[src/rtl/evt_irq_pkg.sv]
package evt_irq_pkg;

    // Register word kinds seen by the address decoder.
    typedef enum logic [1:0] {
        REG_NONE   = 2'd0,
        REG_ENABLE = 2'd1,
        REG_STATUS = 2'd2
    } reg_kind_e;

    // Populated width of bank b from a list of 8-bit widths (bank 0 lowest).
    function automatic int unsigned pop_width(input logic [63:0] list, input int unsigned b);
        logic [7:0] w;
        w = list[b*8 +: 8];
        return int'(w);
    endfunction

    // Mask of the populated low bits of a 32-bit word.
    function automatic logic [31:0] pop_mask(input int unsigned width);
        logic [31:0] m;
        m = '0;
        for (int unsigned i = 0; i < 32; i++) begin
            if (i < width) m[i] = 1'b1;
        end
        return m;
    endfunction

endpackage

[src/rtl/evt_rise_detect.sv]
module evt_rise_detect #(
    parameter int unsigned WIDTH = 160
) (
    input  logic             clk,
    input  logic             rst_n,
    input  logic [WIDTH-1:0] evt_in,
    output logic [WIDTH-1:0] rise
);

    logic [WIDTH-1:0] evt_q;

    always_ff @(posedge clk) begin
        if (!rst_n) evt_q <= '0;
        else        evt_q <= evt_in;
    end

    assign rise = rst_n ? (evt_in & ~evt_q) : '0;

endmodule

[src/rtl/evt_reg_decode.sv]
module evt_reg_decode
    import evt_irq_pkg::*;
#(
    parameter int unsigned NUM_BANKS = 5,
    parameter int unsigned ADDR_W    = 8,
    localparam int unsigned BIDX_W   = (NUM_BANKS > 1) ? $clog2(NUM_BANKS) : 1
) (
    input  logic [ADDR_W-1:0]   addr,
    output reg_kind_e           kind,
    output logic [BIDX_W-1:0]   bank
);

    localparam int unsigned WIDX_W = ADDR_W - 2;
    localparam logic [WIDX_W-1:0] NB  = WIDX_W'(NUM_BANKS);
    localparam logic [WIDX_W-1:0] NB2 = WIDX_W'(2 * NUM_BANKS);

    logic [WIDX_W-1:0] word;
    logic [WIDX_W-1:0] off;

    assign word = addr[ADDR_W-1:2];

    always_comb begin
        kind = REG_NONE;
        off  = '0;
        if (addr[1:0] == 2'b00) begin
            if (word < NB) begin
                kind = REG_ENABLE;
                off  = word;
            end else if (word < NB2) begin
                kind = REG_STATUS;
                off  = word - NB;
            end
        end
        bank = off[BIDX_W-1:0];
    end

endmodule

[src/rtl/evt_bank_regs.sv]
module evt_bank_regs #(
    parameter int unsigned WORD_W   = 32,
    parameter logic [WORD_W-1:0] POP_MASK = '1
) (
    input  logic              clk,
    input  logic              rst_n,
    input  logic              en_we,
    input  logic              st_we,
    input  logic [WORD_W-1:0] wdata,
    input  logic [WORD_W-1:0] rise,
    output logic [WORD_W-1:0] en_q,
    output logic [WORD_W-1:0] st_q
);

    logic [WORD_W-1:0] en_d;
    logic [WORD_W-1:0] clr;
    logic [WORD_W-1:0] st_d;

    always_comb begin
        en_d = en_we ? (wdata & POP_MASK) : en_q;
        clr  = st_we ? wdata : '0;
        // A new edge outranks a clearing write on the same bit.
        st_d = ((st_q & ~clr) | rise) & POP_MASK;
    end

    always_ff @(posedge clk) begin
        if (!rst_n) begin
            en_q <= '0;
            st_q <= '0;
        end else begin
            en_q <= en_d;
            st_q <= st_d;
        end
    end

endmodule

[src/rtl/evt_irq_ctrl.sv]
module evt_irq_ctrl
    import evt_irq_pkg::*;
#(
    parameter int unsigned NUM_BANKS = 5,
    parameter int unsigned FN_BANKS  = 3,
    parameter int unsigned WORD_W    = 32,
    parameter int unsigned ADDR_W    = 8,
    parameter logic [63:0] POP_LIST  = {24'd0, 8'd17, 8'd32, 8'd24, 8'd32, 8'd32},
    localparam int unsigned NSRC     = NUM_BANKS * WORD_W
) (
    input  logic              clk,
    input  logic              rst_n,
    input  logic [NSRC-1:0]   evt_in,
    input  logic              bus_wr,
    input  logic [ADDR_W-1:0] bus_addr,
    input  logic [WORD_W-1:0] bus_wdata,
    output logic [WORD_W-1:0] bus_rdata,
    output logic              irq_fn,
    output logic              irq_err
);

    localparam int unsigned BIDX_W = (NUM_BANKS > 1) ? $clog2(NUM_BANKS) : 1;

    logic [NSRC-1:0]               rise;
    logic [NUM_BANKS-1:0][WORD_W-1:0] en_q;
    logic [NUM_BANKS-1:0][WORD_W-1:0] st_q;
    logic [NUM_BANKS-1:0]          bank_pend;
    reg_kind_e                     kind;
    logic [BIDX_W-1:0]             bank_sel;

    evt_rise_detect #(.WIDTH(NSRC)) u_rise (
        .clk    (clk),
        .rst_n  (rst_n),
        .evt_in (evt_in),
        .rise   (rise)
    );

    evt_reg_decode #(.NUM_BANKS(NUM_BANKS), .ADDR_W(ADDR_W)) u_dec (
        .addr (bus_addr),
        .kind (kind),
        .bank (bank_sel)
    );

    for (genvar b = 0; b < NUM_BANKS; b++) begin : g_bank
        localparam logic [WORD_W-1:0] MASK = WORD_W'(pop_mask(pop_width(POP_LIST, b)));
        logic en_we;
        logic st_we;

        assign en_we = bus_wr && (kind == REG_ENABLE) && (bank_sel == BIDX_W'(b));
        assign st_we = bus_wr && (kind == REG_STATUS) && (bank_sel == BIDX_W'(b));

        evt_bank_regs #(.WORD_W(WORD_W), .POP_MASK(MASK)) u_regs (
            .clk   (clk),
            .rst_n (rst_n),
            .en_we (en_we),
            .st_we (st_we),
            .wdata (bus_wdata),
            .rise  (rise[b*WORD_W +: WORD_W]),
            .en_q  (en_q[b]),
            .st_q  (st_q[b])
        );

        assign bank_pend[b] = |(en_q[b] & st_q[b]);
    end

    // Group aggregation: banks below FN_BANKS form the functional group.
    always_comb begin
        irq_fn  = 1'b0;
        irq_err = 1'b0;
        for (int b = 0; b < NUM_BANKS; b++) begin
            if (b < FN_BANKS) irq_fn  = irq_fn  | bank_pend[b];
            else              irq_err = irq_err | bank_pend[b];
        end
    end

    always_comb begin
        unique case (kind)
            REG_ENABLE: bus_rdata = en_q[bank_sel];
            REG_STATUS: bus_rdata = st_q[bank_sel];
            default:    bus_rdata = '0;
        endcase
    end

endmodule

[config.mk]
export PLATFORM = sky130hd
export DESIGN_NAME = evt_irq_ctrl
export DESIGN_NICKNAME = d
export VERILOG_FILES = /design/src/rtl/evt_irq_pkg.sv /design/src/rtl/evt_rise_detect.sv /design/src/rtl/evt_reg_decode.sv /design/src/rtl/evt_bank_regs.sv /design/src/rtl/evt_irq_ctrl.sv
export SDC_FILE = /design/constraint.sdc
export NUM_CORES = 1
export LEC_CHECK = 0
export BUFFER_PORTS_ARGS = -buffer_cell sky130_fd_sc_hd__clkbuf_2
export CAP_MARGIN = 20
export CORE_MARGIN = 2
export CORE_UTILIZATION = 40
export CTS_BUF_LIST = sky130_fd_sc_hd__clkbuf_4 sky130_fd_sc_hd__clkbuf_8 sky130_fd_sc_hd__clkbuf_16
export CTS_CLUSTER_DIAMETER = 80
export DETAILED_ROUTE_END_ITERATION = 7
export HOLD_SLACK_MARGIN = 0.02
export PLACE_DENSITY = 0.69
export SYNTH_ARGS = -nofsm -noshare
export SYNTH_HDL_FRONTEND = slang
export SYNTH_HIERARCHICAL = 1
export SYNTH_SLANG_ARGS = --single-unit
[constraint.sdc]
create_clock -name clk -period 4.8 [get_ports clk]
set_input_delay 0.48 -clock clk [delete_from_list [all_inputs] [get_ports clk]]
set_output_delay 0.48 -clock clk [all_outputs]
set_load 0.05 [all_outputs]
# Word level (Yosys, flattened, before mapping)
# Index checks and enable logic that the tools add are counted.
# totals
output_inout_bits	34
elab_cells	82
regBits	419
inputBits	203
# op_classes
order_cmp	3
addsub	1
mux	17
n_eq_ne	6
n_reduce_logical	19
n_bitwise	25
# op_table
op	count
$and A32 B32 Y32	6
$bmux W32 S3	2
$mux W32	5
$reduce_or A32 Y1	5
$and A145 B145 Y145	1
$mux W145	1
$not A145 Y145	1
$not A32 Y32	3
$or A32 B32 Y32	3
$pmux W32 S2	1
$and A24 B24 Y24	2
$and A17 B17 Y17	2
$mux W24	1
$not A24 Y24	1
$or A24 B24 Y24	1
$mux W17	1
$not A17 Y17	1
$or A17 B17 Y17	1
$logic_and A1 B1 Y1	12
$mux W3	3
$eq A3 B2 Y1 const B	2
$lt A6 B3 Y1 const B	1
$lt A6 B4 Y1 const B	1
$mux W2	3
9 further kinds	11

# Logic depth before layout (Yosys ltp)
# depth
depth_word	11
mapped_depth	13
mapped_depth_nobuf	10

# Cells and area by module
# The synthesis kept the hierarchy.
# by_module_without_submodules
mod	seq_area_each_um2	instances	area_each_um2	cells_each
evt_bank_regs at g_bank[0].u_regs ...	1281.2	3	2404.8	238
evt_rise_detect	3203.1	1	5783.0	515
evt_irq_ctrl	0.0	1	3294.4	317
evt_bank_regs at g_bank[2].u_regs	960.9	1	1921.8	195
evt_bank_regs at g_bank[4].u_regs	680.7	1	1496.4	157
evt_reg_decode	0.0	1	209.0	24

# Worst setup path before layout
# OpenSTA, ideal clock, no wires.
# synth_path
kind	input to output
from	input bus_addr[2]
to	output bus_rdata[10]
t_required_ns	4.320
path_stages	9
path_buffers	1
arrival_time_ns	3.165
setup_slack_ns	1.155
cell_sequence	inv_1 ha_1 or4b_1 a21oi_1 inv_2 nor3_4 buf_6 a22oi_1 o22ai_1
# synth_between
elab_chain_cells	7
word_cells_on_any_way	16
cone_classes	add/sub: 1; order compare: 2; eq/ne: 2; mux: 11
# synth_rtl
element	line_no	rtl
start: declaration	evt_irq_ctrl.sv:15	input logic [ADDR_W-1:0] bus_addr,
$lt A6 B4 Y1 or $sub A3 B3 Y3 (tied branches)	evt_reg_decode.sv:29, evt_reg_decode.sv:31	
$mux W3	evt_reg_decode.sv:29	end else if (word < NB2) begin
$mux W3 (*)	evt_reg_decode.sv:26	if (word < NB) begin
$mux W3 (*)	evt_reg_decode.sv:25	if (addr[1:0] == 2'b00) begin
net bank_sel[2]	evt_irq_ctrl.sv:29	logic [BIDX_W-1:0] bank_sel;
$bmux W32 S3 (on tied branches)	evt_irq_ctrl.sv:79, evt_irq_ctrl.sv:78	
$mux W32 (on tied branches)	evt_irq_ctrl.sv:79, evt_irq_ctrl.sv:78	
$pmux W32 S2 (*)	evt_irq_ctrl.sv:77	unique case (kind)
end: declaration	evt_irq_ctrl.sv:17	output logic [WORD_W-1:0] bus_rdata,
# The timed path passes the listed nets; every way through them passes the cells marked *. The select of a mux whose other input is x is not followed.

# Worst setup path in the final report
# layout_path
from	input bus_addr[3]
to	output bus_rdata[0]
# The elaborated chain is that of the path after synthesis.

==> flow_summary.yaml <==
sta:
  fin_ws_ns: 0.620
  fmax_ghz: 0.239
  maxSlewHeadroom: 0.327
  finalSetupViolations: 0
  clock_skew_ns: 0.0332
  fin_crit_sh: 0.871
  finalSetupTns_ns: 0
  hold_viol: 0
  rsz0062_at_grt: "no"
  maxSlewViolCount: 0
  fin_crit_ns: 4.18
  worst_pin_slew_ns: 1.01
routing:
  vias: 15100
  first_pass_iters: 6
  drt-total-wl_um: 64200
  drc: 0
  drt-initial-drc-count: 1648
  via_per_inst: 5.71
  final_antenna_net_count: 0
  routedWlPerCell_um: 24.2
worst_setup_path:
  critPathKind: "input port to output pin"
  r2r-start: "u_rise/evt_q[48]"
  r2r_setup_slack_ns: 3.76
  worstPathMaxFanout: 10
  worst_path_most_repeated_cell: "clkbuf_2"
  crit_arrival_ns: 3.70
  worstPathCellList: "clkbuf_2 -> inv_1 -> ha_1 -> or4b_1 -> a21oi_1 -> inv_2 -> nor3_4 -> a22oi_1 -> o22ai_1 -> clkbuf_2"
  crit_slowest_cell: "a21oi_1"
  r2r_cells: 3
  endpoint: "bus_rdata[0]"
  cp-startpoint: "bus_addr[3]"
  end_kind: "output pin"
  worstPathRequired_ns: 4.32
  setup.worst_path.start_class: "input port"
  reg2reg_to: "g_bank[1].u_regs/st_q[16]"
  cpPeakStageDelay_ns: 0.58
clock_tree:
  clk_pin_slew_worst_paths_ns: 0.07
  root_buffer: "clkbuf_16"
  clkLatencyLatePin_ns: 0.57
  clock-sinks: 411
  cts_resized: 0
  cts_setup_buffers: 0
  ctsLongestPathBuffers: 3
  cts_tree: "yes"
  cts_hold_buffers: 0
  htree_levels: 2
  cts_buffers: 43
grt:
  grt_overflow: 0
  grt_pass1_vias: 14300
  grt_pass1_wl_um: 93900
  antenna_found_initial: 2
  grt_max_degree: 205
  grt_use_total: 0.254
layout:
  multi_input_area_mm2: 0.00931
  area_delta_synth_final_pct: 14.5
  fill_cells: 4416
  drive_gt1_frac: 0.195
  layout_commonest_cell: "dfxtp_1"
  final_area_mm2: 0.0219
  final_nets: 2211
  mostFrequentLayoutCells: "411 x dfxtp_1, 198 x clkbuf_2, 141 x inv_1, 138 x nor2b_1"
  ff_latch_area_mm2: 0.00823
die:
  io_pins: 237
  initial_utilization: 0.403
  die_h_um: 223
  die_x_um: 223
  core_area_mm2: 0.0474
  rows: 80
  dieArea_mm2: 0.0495
hold_path:
  hold_class: "input port to flop"
power:
  peakVddDrop_mv: 0.229
  power_leakage_uw: 0.00828
  p_per_area_mw_per_mm2: 352
synthesis:
  netlist_area_mm2: 0.0191
  ys.warnings.count: 6
  synthCells: 1851
  syn_area_per_cell_um2: 10.3
placed_design:
  hpwl_um: 47400
  post-place-ws_ns: 0.731
  globalplace.congestion: 0.971
  io_buffers: 213
  placed_cell_area_mm2: 0.0204
status:
  outcome: "completed"
run:
  cap_viol_max_count: 0
registers in the layout, summed over array words and instances, names as in the netlist:
name / count
g_bank.u_regs/en_q: 137
g_bank.u_regs/st_q: 137
u_rise/evt_q: 137
through the flow:
stage	hold WS (ns)	instances	power (uW)	util
2_1_floorplan	0.498	1895	4050	-
3_3_place_gp	0.517	2575	4290	0.430
3_5_place_dp	0.528	2575	4310	0.430
4_1_cts	0.102	2651	7730	0.461
5_1_grt	0.122	2652	7920	0.461
6_report	0.122	2652	7710	0.461
worst max-delay path: cells and delay by family:
family | cells | cell delay, ns
compound gates | 3 | 1.20
simple gates | 2 | 1.04
buf+inv | 4 | 0.70
fa+ha+maj | 1 | 0.27
cell type report:
cell class | instances | area share
multi-input combinational | 1167 | 0.426
sequential | 411 | 0.376
timing repair buffer | 240 | 0.0715
clock buffer | 58 | 0.0580
tap | 615 | 0.0352
inverter | 142 | 0.0244
clock inverter | 18 | 0.00898
antenna | 1 | 0.000114
worst min-delay path by stage:
stage,start,endpoint,slack (ns),cells past startpoint
CTS,evt_in[104],u_rise/evt_q[104],0.10,2
detailed placement,g_bank[3].u_regs/en_q[1],g_bank[3].u_regs/en_q[1],0.53,2
finish,evt_in[104],u_rise/evt_q[104],0.12,2
floorplan,g_bank[1].u_regs/en_q[3],g_bank[1].u_regs/en_q[3],0.50,2
global placement,g_bank[3].u_regs/en_q[1],g_bank[3].u_regs/en_q[1],0.52,2
global route,evt_in[99],u_rise/evt_q[99],0.12,2
layer usage:
layer / track usage / share of wire / vias to the layer above
li1: - / - / 6936
met1: 0.355 / 0.44 / 7295
met2: 0.367 / 0.42 / 758
met3: 0.0570 / 0.094 / 147
met4: 0.126 / 0.050 / 0
met5: 0 / 0 / -
power by group:
group / internal (uW) / total, uW / switching, uW
registers: 3550 / 3670 / 123
clock network: 2020 / 3450 / 1430
logic: 256 / 577 / 322
total: 5830 / 7710 / 1880
Note: power is estimated with default switching activity, not from simulation.
